--- src/rtl/short_pkt_pkg.sv ---
package short_pkt_pkg;
  localparam int DT_W = 6;
  localparam int VC_W = 2;
  localparam int PL_W = 16;

  typedef struct packed {
    logic [PL_W-1:0] payload;
    logic [VC_W-1:0] vc;
    logic [DT_W-1:0] dt;
  } entry_t;

  localparam int ENTRY_W = $bits(entry_t);
endpackage

--- src/rtl/short_pkt_filter.sv ---
module short_pkt_filter
  import short_pkt_pkg::*;
#(
  parameter int GEN_LO = 8,
  parameter int GEN_HI = 15
) (
  input  logic            pkt_valid,
  input  logic [DT_W-1:0] pkt_dt,
  output logic            keep
);
  // Generic short packets only; sync packets fall below GEN_LO.
  always_comb begin
    keep = pkt_valid && (int'(pkt_dt) >= GEN_LO) && (int'(pkt_dt) <= GEN_HI);
  end
endmodule

--- src/rtl/short_pkt_ring.sv ---
module short_pkt_ring
  import short_pkt_pkg::*;
#(
  parameter int DEPTH = 31,
  localparam int CNT_W = $clog2(DEPTH + 1),
  localparam int PTR_W = $clog2(DEPTH)
) (
  input  logic             clk,
  input  logic             rst_n,
  input  logic             clr,
  input  logic             push,
  input  entry_t           wdata,
  input  logic             pop_req,
  output logic             push_ok,
  output logic             pop_ok,
  output logic             drop,
  output entry_t           head,
  output logic [CNT_W-1:0] count
);
  entry_t           mem [DEPTH];
  logic [PTR_W-1:0] wptr, rptr;
  logic             full, empty;

  function automatic logic [PTR_W-1:0] step_ptr(input logic [PTR_W-1:0] p);
    return (p == PTR_W'(DEPTH - 1)) ? '0 : p + 1'b1;
  endfunction

  always_comb begin
    full    = (count == CNT_W'(DEPTH));
    empty   = (count == '0);
    pop_ok  = pop_req && !empty && !clr;
    push_ok = push && !clr && (!full || pop_ok);
    drop    = push && !clr && full && !pop_ok;
    head    = mem[rptr];
  end

  always_ff @(posedge clk or negedge rst_n) begin
    if (!rst_n) begin
      wptr  <= '0;
      rptr  <= '0;
      count <= '0;
    end else if (clr) begin
      wptr  <= '0;
      rptr  <= '0;
      count <= '0;
    end else begin
      if (push_ok) wptr <= step_ptr(wptr);
      if (pop_ok)  rptr <= step_ptr(rptr);
      case ({push_ok, pop_ok})
        2'b10:   count <= count + 1'b1;
        2'b01:   count <= count - 1'b1;
        default: count <= count;
      endcase
    end
  end

  always_ff @(posedge clk) begin
    if (push_ok) mem[wptr] <= wdata;
  end

  AST_COUNT_BOUND: assert property (@(posedge clk) disable iff (!rst_n)
    count <= CNT_W'(DEPTH));
  AST_DROP_KEEPS_COUNT: assert property (@(posedge clk) disable iff (!rst_n)
    drop |=> count == $past(count));
  AST_PUSH_POP_HOLD: assert property (@(posedge clk) disable iff (!rst_n)
    (push_ok && pop_ok) |=> $stable(count));
  AST_CLEAR_EMPTIES: assert property (@(posedge clk) disable iff (!rst_n)
    clr |=> count == '0);
endmodule

--- src/rtl/short_pkt_events.sv ---
module short_pkt_events #(
  parameter int CNT_W = 5
) (
  input  logic             clk,
  input  logic             rst_n,
  input  logic             clr,
  input  logic             push_ok,
  input  logic             pop_ok,
  input  logic             drop,
  input  logic [CNT_W-1:0] count,
  output logic             evt_ne,
  output logic             evt_ovf
);
  logic ne_d;

  always_comb begin
    ne_d = push_ok || (pop_ok && count > CNT_W'(1));
  end

  always_ff @(posedge clk or negedge rst_n) begin
    if (!rst_n) begin
      evt_ne  <= 1'b0;
      evt_ovf <= 1'b0;
    end else if (clr) begin
      evt_ne  <= 1'b0;
      evt_ovf <= 1'b0;
    end else begin
      evt_ne  <= ne_d;
      evt_ovf <= drop;
    end
  end

  AST_OVF_AFTER_DROP: assert property (@(posedge clk) disable iff (!rst_n)
    evt_ovf |-> $past(drop));
  AST_NE_AFTER_PUSH: assert property (@(posedge clk) disable iff (!rst_n)
    (push_ok && !clr) |=> evt_ne);
endmodule

--- src/rtl/short_pkt_fifo.sv ---
module short_pkt_fifo
  import short_pkt_pkg::*;
#(
  parameter int              DEPTH     = 31,
  parameter int              ADDR_W    = 8,
  parameter int              DATA_W    = 32,
  parameter logic [ADDR_W-1:0] RD_OFFSET = 8'h30,
  parameter int              GEN_LO    = 8,
  parameter int              GEN_HI    = 15,
  localparam int             CNT_W     = $clog2(DEPTH + 1)
) (
  input  logic              clk,
  input  logic              rst_n,
  input  logic              soft_rst,
  input  logic              pkt_valid,
  input  logic [DT_W-1:0]   pkt_dt,
  input  logic [VC_W-1:0]   pkt_vc,
  input  logic [PL_W-1:0]   pkt_payload,
  input  logic              rd_req,
  input  logic [ADDR_W-1:0] rd_addr,
  output logic              rd_valid,
  output logic [DATA_W-1:0] rd_data,
  output logic              sts_full,
  output logic              sts_not_empty,
  output logic              evt_not_empty,
  output logic              evt_overflow
);
  logic             keep, hit, push_ok, pop_ok, drop;
  entry_t           wdata, head;
  logic [CNT_W-1:0] count;

  always_comb begin
    wdata.payload = pkt_payload;
    wdata.vc      = pkt_vc;
    wdata.dt      = pkt_dt;
    hit           = rd_req && (rd_addr == RD_OFFSET);
    sts_full      = (count == CNT_W'(DEPTH));
    sts_not_empty = (count != '0);
  end

  short_pkt_filter #(.GEN_LO(GEN_LO), .GEN_HI(GEN_HI)) u_filter (
    .pkt_valid (pkt_valid),
    .pkt_dt    (pkt_dt),
    .keep      (keep)
  );

  short_pkt_ring #(.DEPTH(DEPTH)) u_ring (
    .clk     (clk),
    .rst_n   (rst_n),
    .clr     (soft_rst),
    .push    (keep),
    .wdata   (wdata),
    .pop_req (hit),
    .push_ok (push_ok),
    .pop_ok  (pop_ok),
    .drop    (drop),
    .head    (head),
    .count   (count)
  );

  short_pkt_events #(.CNT_W(CNT_W)) u_events (
    .clk     (clk),
    .rst_n   (rst_n),
    .clr     (soft_rst),
    .push_ok (push_ok),
    .pop_ok  (pop_ok),
    .drop    (drop),
    .count   (count),
    .evt_ne  (evt_not_empty),
    .evt_ovf (evt_overflow)
  );

  always_ff @(posedge clk or negedge rst_n) begin
    if (!rst_n) begin
      rd_valid <= 1'b0;
      rd_data  <= '0;
    end else begin
      rd_valid <= rd_req && !soft_rst;
      rd_data  <= pop_ok ? DATA_W'(head) : '0;
    end
  end

  AST_EMPTY_READ_ZERO: assert property (@(posedge clk) disable iff (!rst_n)
    (rd_req && !sts_not_empty && !soft_rst) |=> (rd_valid && rd_data == '0));
  AST_FOREIGN_READ_INERT: assert property (@(posedge clk) disable iff (!rst_n)
    (rd_req && rd_addr != RD_OFFSET && !pkt_valid && !soft_rst)
      |=> ($stable(count) && rd_data == '0));
  AST_IGNORED_TYPE: assert property (@(posedge clk) disable iff (!rst_n)
    (pkt_valid && (int'(pkt_dt) < GEN_LO || int'(pkt_dt) > GEN_HI) && !rd_req && !soft_rst)
      |=> $stable(count));
endmodule

--- config.mk ---
export PLATFORM = sky130hd
export DESIGN_NAME = short_pkt_fifo
export DESIGN_NICKNAME = d
export VERILOG_FILES = /design/src/rtl/short_pkt_pkg.sv /design/src/rtl/short_pkt_filter.sv /design/src/rtl/short_pkt_ring.sv /design/src/rtl/short_pkt_events.sv /design/src/rtl/short_pkt_fifo.sv
export SDC_FILE = /design/constraint.sdc
export NUM_CORES = 1
export LEC_CHECK = 0
export ABC_AREA = 1
export BUFFER_PORTS_ARGS = -buffer_cell sky130_fd_sc_hd__buf_2
export CAP_MARGIN = 10
export CORE_AREA = 2 2 234 236
export CTS_BUF_LIST = sky130_fd_sc_hd__clkbuf_8
export DETAILED_ROUTE_END_ITERATION = 10
export DIE_AREA = 0 0 236 238
export PLACE_DENSITY = 0.77
export SETUP_SLACK_MARGIN = 0.15
export SYNTH_ARGS = -nofsm -noshare
export SYNTH_HDL_FRONTEND = slang
export SYNTH_SLANG_ARGS = --single-unit
--- constraint.sdc ---
create_clock -name clk -period 3.9 [get_ports clk]
set_clock_uncertainty 0.15 [all_clocks]
set_input_delay 0.195 -clock clk [delete_from_list [all_inputs] [get_ports clk]]
set_output_delay 0.195 -clock clk [all_outputs]
set_load 0.005 [all_outputs]
Word-level counts from Yosys, hierarchy flattened --
Memory sizes are Yosys's and may differ from the RTL's. Cells that the tools add are included. W data, S select, Z words.
Operators by class: $add $sub $neg 4, $lt $le $gt $ge 3, equal/unequal tests 6, muxes and demuxes 13, reductions and logical operators 22
Operator list (number):
- $mux W5 | 7
- $mux W24 | 1
- $add A5 B1 Y5 const B | 3
- $eq A5 B5 Y1 const B | 3
- $logic_and A1 B1 Y1 | 11
- $pmux W5 S2 | 1
- $eq A8 B6 Y1 const B | 1
- $ge A6 B4 Y1 const B | 1
- $le A6 B4 Y1 const B | 1
- $gt A5 B1 Y1 const B | 1
- $logic_not A5 Y1 | 1
- $reduce_bool A5 Y1 | 1
- $sub A5 B1 Y5 const B | 1
- $logic_not A1 Y1 | 4
- $mux W1 | 4
- $reduce_bool A2 Y1 | 2
- $reduce_bool A3 Y1 | 1
- $eq A2 B1 Y1 const B | 1
- $eq A2 B2 Y1 const B | 1
- $logic_or A1 B1 Y1 | 2
Storage, ports and cells: register bits after elaboration 50, bits in writable memories 744, input bits 37, memories 1
Memory list:
- u_ring.mem | depth 31, width 24, rd ports 1, clocked after memory_dff 0, write ports 1, line short_pkt_ring.sv:20 | entry_t mem [DEPTH];

Depth between registers and ports, before layout --
Gate-level depths: netlist (run 1).
depth in word-level cells 9, depth in mapped cells 13

By module --
Synthesis (run 1) repeated with hierarchy kept, for this count alone.
Unflattened totals: cell total of the unflattened synthesis 2638, area total of the unflattened synthesis 32004.4 um2
By module, submodules not included:
- short_pkt_ring | instances 1, cells an instance 2523, area an instance 30940.9 um2
- short_pkt_fifo | instances 1, cells an instance 100, area an instance 957.2 um2
- short_pkt_events | instances 1, cells an instance 10, area an instance 85.1 um2
- short_pkt_filter | instances 1, cells an instance 5, area an instance 21.3 um2

Worst setup path before layout (run 1) --
No wires, ideal clock.
path kind flip-flop to flip-flop, start register u_ring.count[0], end memory u_ring.mem[10][0] in the netlist's numbering (enable), arrival time 2461 ps, required time 3345 ps, setup slack 884 ps, cell stages (with the launch flop) 12, clock period less this slack 3016 ps, path through dfrtp_1 inv_1 ha_1 nand2_1 nor2_1 nor2_4 nand3_2 nand2_1 nand2_2 inv_4 nand2_2 nor2_1
On the way: word-level cells in the longest chain between the ends 8, elaborated cells on any way between the ends 10, those cells by class eq/ne: 1; mux: 2; reduce/logical: 7
Ends and longest elaborated chain:
- start, declared | line short_pkt_ring.sv:18 | output logic [CNT_W-1:0] count
- start signal, assigned | line short_pkt_ring.sv:50 | 2'b10: count <= count + 1'b1;
- start signal, assigned | line short_pkt_ring.sv:51 | 2'b01: count <= count - 1'b1;
- start signal, assigned | line short_pkt_ring.sv:52 | default: count <= count;
- $logic_not A5 Y1 | line short_pkt_ring.sv:30 | empty = (count == '0);
- $logic_not A1 Y1 | line short_pkt_ring.sv:31 | pop_ok = pop_req && !empty && !clr;
- $logic_and A1 B1 Y1 (2 in a row) | line short_pkt_ring.sv:31
- $logic_or A1 B1 Y1 (*) | line short_pkt_ring.sv:32 | push_ok = push && !clr && (!full || pop_ok);
- $logic_and A1 B1 Y1 (*) | line short_pkt_ring.sv:32
- $mux W1 (*) | line short_pkt_ring.sv:58 | if (push_ok) mem[wptr] <= wdata;
- $mux W1 (not written as such) (*) | line short_pkt_ring.sv:58
- end, declared | line short_pkt_ring.sv:20
Mark *: on every way between the ends. The rest lies on a longest branch, timed or not.

Worst setup path after layout (run 1) --
start input port rd_addr[5], end memory u_ring.mem[24][17] in the netlist's numbering (enable)
On the way: word-level cells in the longest chain between the ends 8
Ends and longest elaborated chain:
- start, declared | line short_pkt_fifo.sv:20 | input logic [ADDR_W-1:0] rd_addr,
- $eq A8 B6 Y1 | line short_pkt_fifo.sv:36 | hit = rd_req && (rd_addr == RD_OFFSET);
- $logic_and A1 B1 Y1 | line short_pkt_fifo.sv:36
- $logic_and A1 B1 Y1 (2 in a row) | line short_pkt_ring.sv:31
- $logic_or A1 B1 Y1 | line short_pkt_ring.sv:32
- $logic_and A1 B1 Y1 | line short_pkt_ring.sv:32
- $mux W1 | line short_pkt_ring.sv:58
- $mux W1 (not written as such) | line short_pkt_ring.sv:58
No other way between the ends.

==> results of run 1 <==
## power groups by stage
stage | sequential (mW) | combinational [mW] | clock, mW
after global routing | 9.24 | 0.314 | 6.55
after CTS | 9.25 | 0.282 | 6.21
after global placement | 9.42 | 0.246 | 0
after detailed placement | 9.43 | 0.253 | 0
final | 9.25 | 0.290 | 6.14
after floorplan | 9.42 | 0.0771 | 0
## final cells by class
cell class	instances	area, um2	area share
tap	696	871	0.0243
multi-input combinational	1790	7760	0.216
timing repair buffer	167	1370	0.0381
antenna	1	2.50	0.0000697
sequential	786	23400	0.652
inverter	84	330	0.00920
clock buffer	125	1720	0.0479
clock inverter	93	437	0.0122
## through the flow
step           utilization  hold WS (ns)  cell area (um2)  worst slack, ns
2_1_floorplan            -        -0.251            32300            0.884
3_3_place_gp         0.623         0.292            33300             1.07
3_5_place_dp         0.623         0.299            33300            0.921
4_1_cts              0.670       0.00771            35900            0.464
5_1_grt              0.671        0.0721            35900            0.181
6_report             0.671        0.0364            35900            0.309
## critical path: cells and delay by family
family,cells,cell delay [ns]
AND/OR/NAND/NOR,7,1.31
buffers and inverters,6,2.35
## cells in the mapped netlist, drive strengths merged
cell,instances
edfxtp,744
xor2,7
nor2,81
ha,11
xnor2,1
a21oi,31
nand3,531
or2,16
nand2,1087
conb,1
clkbuf,29
nand4,8
buf,137
o21ai,3
o22ai,4
inv,84
nand3b,1
nor3,1
dfrtp,42
## cell families after synthesis
| group | Yosys count |
|---|---|
| AOI/OAI and AO/OA | 38 |
| DFF | 786 |
| buffers and inverters | 250 |
| other | 1 |
| and+or+nand+nor | 1725 |
| xor gates and xnor gates | 8 |
| adders and majority gates | 11 |
## registers in the layout, summed over array words and instances (netlist names)
| signal | count |
|---|---|
| rd_valid | 1 |
| u_events.evt_ne | 1 |
| u_ring.mem | 744 |
| rd_data | 24 |
| u_ring.rptr | 5 |
| u_events.evt_ovf | 1 |
| u_ring.count | 5 |
| u_ring.wptr | 5 |
## timing repair
item	4_1_cts	5_1_grt
hold buffers	39	1
setup endpoints to repair	0	0
endpoints found under the hold margin	799	23
resized for setup	0	0
## per-layer routing
metal | vias up | share of wire
li1 | 9926 | -
met1 | 10700 | 0.38
met2 | 1227 | 0.48
met3 | 221 | 0.10
met4 | 0 | 0.039
met5 | - | 0
## path summary, 6_finish.rpt
check	start	to	slack (ns)	cells past startpoint
setup reg to reg	u_ring.count[0]$_DFFE_PN0P_	u_ring.mem[24][17]$_DFFE_PP_	0.90	12
hold / removal	rd_addr[1]	u_ring.count[1]$_DFFE_PN0P_	0.04	7
min in group asynchronous	rst_n	rd_data[19]$_DFF_PN0_	0.50	3
setup / recovery	rd_addr[5]	u_ring.mem[24][17]$_DFFE_PP_	0.31	13
hold reg to reg	u_ring.wptr[0]$_DFFE_PN0P_	u_ring.wptr[0]$_DFFE_PN0P_	0.47	2
max in group asynchronous	rst_n	rd_data[11]$_DFF_PN0_	2.49	4
==> results.py, run 1 <==
metrics = {
    "critical_path": {
        "critPathLaunchType": "primary input",
        "path_max_fanout": 15,
        "end_kind": "flip-flop",
        "crit_path_max_incr_delay_ns": 0.62,
        "crit_top_cell": "dlygate4sd3_1",
        "slowest_stage": "dlygate4sd3_1",
        "arrival_ns": 3.86,
        "worst-endpoint-required_ns": 4.17,
        "path_class": "in -> reg",
        "worstPathCellList": "dlygate4sd3_1 -> buf_2 -> nand2_1 -> dlygate4sd3_1 -> nor2_1 -> dlygate4sd3_1 -> nand3_2 -> nand2_1 -> nand2_2 -> inv_4 -> nand2_2 -> nor2_2 -> buf_4",
    },
    "global_routing": {
        "met2_usage": 0.477,
        "grt_use_total": 0.292,
        "grt_max_degree": 159,
        "grt-busiest-layer": "met2",
        "antenna_found_initial": 0,
        "use_met3": 0.0581,
        "grt_pass1_wl_mm": 123,
        "use_met1": 0.383,
        "overflow": 0,
        "grt_pass1_vias": 21800,
    },
    "floorplanning": {
        "initial_utilization": 0.603,
        "io_pins": 74,
        "fp.dieH_um": 238,
        "core_um2": 53500,
        "die-area_um2": 56200,
        "rows": 85,
        "fp.dieW_um": 236,
    },
    "power_and_ir_drop": {
        "switchingPower_mw": 3.34,
        "switching_share": 0.213,
        "total_power_mw": 15.7,
        "powerDensity_nw_per_um2": 437,
        "pwr-share-seq": 0.590,
        "comb_power_share": 0.018,
        "ir_drop_mv": 0.323,
        "cellLeakagePower_nw": 13.8,
        "p_clk_frac": 0.392,
        "p_int_mw": 12.3,
    },
    "yosys": {
        "synth_fa_ha_area_frac": 0.00426,
        "ys_ff_latch": 786,
        "synth_cell_types": 32,
        "synth_compound_area_frac": 0.00605,
        "syn_area_per_cell_um2": 11.4,
        "yosys.area.top_type": "edfxtp_1",
        "syn-cell-area_um2": 32300,
        "yosys.area_share.simple": 0.225,
        "yosysWarnings": 0,
        "synthXorXnorAreaFrac": 0.00217,
        "muxShareOfSynthArea": 0,
        "seq_area_frac_synth": 0.725,
        "yosysTopAreaCellShare": 0.692,
        "synth_top_family_by_area": "simple AND/OR/NAND/NOR gates",
        "synthTopCellsByArea": "edfxtp_1 69%, nand2_1 13%, nand3_1 8.2%",
        "synth_cells": 2819,
    },
    "sta": {
        "slew_viol_final": 0,
        "grt_setup_unrepaired": "no",
        "hold_viol": 0,
        "finalSetupTns_ns": 0,
        "setup_viol": 0,
        "min_period_over_period": 0.921,
        "tightest_slew_ns": 0.977,
        "relSlewSlack": 0.349,
        "fin_crit_ns": 3.59,
        "clock.fmax_ghz": 0.278,
    },
    "cts": {
        "htree_levels": 3,
        "clock-root-buffer": "clkbuf_8",
        "cts_max_path_buffers": 3,
        "clkSinkCount": 786,
        "cts_setup_buffers": 0,
        "worst_skew_pair.late_latency_ns": 0.74,
        "clk_pin_slew_worst_paths_ns": 0.06,
        "cts_made_buffers": 116,
        "cts_tree": "yes",
    },
    "routing": {
        "num_vias": 22000,
        "firstDrtPassIters": 8,
        "wl_mm": 81.6,
        "routedWlPerCell_um": 21.8,
        "drtIter0Drc": 2696,
        "ant_nets": 0,
        "vias_per_cell": 5.89,
        "drc": 0,
    },
    "layout": {
        "fin_cells": 3742,
        "syn_to_final_growth_pct": 11.2,
        "final_common_cell": "nand2_1",
        "n_fill_cell": 3800,
        "nets": 2993,
        "drive_gt1_frac": 0.114,
        "layout_common_cells": "1081 x nand2_1, 744 x edfxtp_1, 530 x nand3_1",
    },
    "placement": {
        "hpwl_mm": 45.4,
        "place_inst": 3482,
        "gp_congestion": 0.887,
        "port_buffers": 65,
    },
    "run_status": {
        "outcome": "finished, final reports clean",
    },
    "worst_hold_path": {
        "min_path_type": "in -> reg",
    },
    "run": {
        "maxCapViolCount": 0,
    },
}
(Power assumes the default switching activity.)
==> run 2: changes to the inputs <==
Settings changed: CORE_AREA 2 2 234 236 to 2 2 278 198, DIE_AREA 0 0 236 238 to 0 0 280 200, PLACE_DENSITY 0.77 to 0.78.
==> run 2 against run 1 <==
Net effect:
- first-iteration DRC count up 28%
- power is 0.64% higher
- fmax is 2.8% higher
- critical path type unchanged
- critical endpoint is now u_ring.mem[17][13]$_DFFE_PP_
- highest routed layer is now met5
==> results.py, run 2 (synthesis gave the netlist of run 1 again) <==
metrics = {
    "global_routing": {
        "grt_use_total": 0.311,
        "grt_pass1_wl_mm": 128,
        "antenna_found_initial": 4,
        "grt_pass1_vias": 21700,
        "grt_max_degree": 138,
        "overflow": 0,
    },
    "floorplanning": {
        "die-area_um2": 56000,
        "io_pins": 74,
        "fp.dieW_um": 280,
        "initial_utilization": 0.607,
        "core_um2": 53200,
        "rows": 71,
        "fp.dieH_um": 200,
    },
    "routing": {
        "drc": 0,
        "vias_per_cell": 5.97,
        "drtIter0Drc": 3449,
        "ant_nets": 0,
        "routedWlPerCell_um": 22.8,
        "wl_mm": 85.7,
        "firstDrtPassIters": 6,
        "num_vias": 22400,
    },
    "critical_path": {
        "cp.depth": 12,
        "path_buf_inv": 5,
        "path_max_fanout": 24,
        "crit_top_cell": "dlygate4sd3_1",
        "crit_path_max_incr_delay_ns": 0.76,
        "crit_family": "buffers and inverters",
        "ff2ff_path_depth": 11,
        "worstPathCellList": "dlygate4sd3_1 -> buf_2 -> nand2_1 -> dlygate4sd3_1 -> nor2_1 -> dlygate4sd3_1 -> nand3_2 -> nand2_1 -> nand2_2 -> inv_4 -> nand2_2 -> nor2_4",
        "end_kind": "flip-flop",
        "arrival_ns": 3.66,
        "path_class": "in -> reg",
        "critPathLaunchType": "primary input",
        "slowest_stage": "nor2_4",
        "worst-endpoint-required_ns": 4.07,
    },
    "power_and_ir_drop": {
        "switching_share": 0.209,
        "pwr-share-seq": 0.586,
        "cellLeakagePower_nw": 13.8,
        "p_int_mw": 12.5,
        "p_clk_frac": 0.396,
        "powerDensity_nw_per_um2": 438,
        "comb_power_share": 0.018,
        "switchingPower_mw": 3.30,
        "ir_drop_mv": 0.313,
    },
    "sta": {
        "slew_viol_final": 0,
        "finalSetupTns_ns": 0,
        "fin_crit_ns": 3.49,
        "tightest_slew_ns": 0.959,
        "clock.fmax_ghz": 0.286,
        "hold_viol": 0,
        "min_period_over_period": 0.896,
        "relSlewSlack": 0.361,
        "grt_setup_unrepaired": "no",
        "setup_viol": 0,
    },
    "cts": {
        "htree_levels": 3,
        "cts_setup_buffers": 0,
        "cts_tree": "yes",
        "clkSinkCount": 786,
        "clock-root-buffer": "clkbuf_8",
        "clk_pin_slew_worst_paths_ns": 0.07,
        "cts-resized-gates": 0,
        "cts_max_path_buffers": 3,
        "worst_skew_pair.late_latency_ns": 0.71,
        "cts_made_buffers": 110,
        "ctsHoldBuffers": 43,
    },
    "run_status": {
        "outcome": "finished, final reports clean",
    },
    "worst_hold_path": {
        "min_path_type": "in -> reg",
        "whs_path_depth": 8,
    },
    "layout": {
        "n_fill_cell": 3691,
        "syn_to_final_growth_pct": 11.6,
        "multi_input_area_um2": 7800,
        "final_common_cell": "nand2_1",
        "postLayoutCoreUtil": 0.677,
        "nets": 3012,
        "layout_common_cells": "1081 x nand2_1, 744 x edfxtp_1, 530 x nand3_1",
        "seq_area_um2": 23400,
        "top_regs": "u_ring.mem x744, rd_data x24",
        "drive_gt1_frac": 0.118,
        "largest-register": "u_ring.mem",
        "largest_reg_flops": 744,
    },
    "placement": {
        "gp_congestion": 0.885,
        "hpwl_mm": 49.7,
        "port_buffers": 65,
    },
    "run": {
        "maxCapViolCount": 0,
    },
}
[run 2: cell types whose count changed in the layout (fill, tap and decap cells not counted), sizes merged]
cell,before,now
clkinvlp,1,4
clkbuf,125,131
buf,127,149
inv,134,131
bufinv,1,2
dlygate4sd3,40,43
clkinv,41,22
[run 2: final cells by class]
type	count	area share
Inverter	84	0.00917
Tap cell	693	0.0241
Timing Repair Buffer	192	0.0406
Clock buffer	131	0.0500
Sequential cell	786	0.649
Multi-Input combinational cell	1790	0.216
Clock inverter	75	0.0102
Antenna cell	1	0.0000695
[run 2: worst paths after layout]
path | start | endpoint | slack [ns]
setup reg to reg | u_ring.count[0]$_DFFE_PN0P_ | u_ring.mem[17][13]$_DFFE_PP_ | 0.86
max in group asynchronous | rst_n | rd_data[13]$_DFF_PN0_ | 1.96
min in group asynchronous | rst_n | rd_data[17]$_DFF_PN0_ | 0.48
setup / recovery | rd_addr[5] | u_ring.mem[17][13]$_DFFE_PP_ | 0.41
hold reg to reg | u_ring.wptr[1]$_DFFE_PN0P_ | u_ring.wptr[1]$_DFFE_PN0P_ | 0.47
hold / removal | rd_addr[4] | u_ring.count[2]$_DFFE_PN0P_ | 0.06
[run 2: per-stage QoR]
step | hold WS [ns] | std cells | setup WS, ns | power (mW) | instance area (um2)
after CTS | 0.0317 | 3751 | 0.571 | 15.8 | 36000
after detailed placement | 0.00245 | 3502 | 0.867 | 9.68 | 33400
final | 0.0613 | 3752 | 0.407 | 15.8 | 36000
after floorplan | -0.251 | 2826 | 0.884 | 9.50 | 32300
after global placement | -0.00554 | 3502 | 0.928 | 9.67 | 33400
after global routing | 0.120 | 3752 | 0.311 | 16.2 | 36000
[run 2: power groups by stage]
| stage | logic (mW) | registers (mW) | clock network [mW] |
|---|---|---|---|
| finish | 0.292 | 9.25 | 6.25 |
| global route | 0.319 | 9.24 | 6.62 |
| CTS | 0.285 | 9.25 | 6.29 |
| detailed placement | 0.253 | 9.42 | 0 |
| global placement | 0.245 | 9.42 | 0 |
| floorplan | 0.0771 | 9.42 | 0 |
[run 2: tightest hold or removal path, cell delays in order]
cell     delay (ns)
buf_2          0.10
inv_1          0.04
nor2_1         0.03
nand2_1        0.09
nor2_4         0.05
nand4_2        0.18
nand4_1        0.12
nand2_1        0.07
[run 2: layer usage]
layer	vias to the layer above	global-route usage	wire, um
li1	9962	-	-
met4	2	0.108	2550
met1	10700	0.457	34500
met3	178	0.0755	10800
met2	1502	0.460	37800
met5	-	0	6
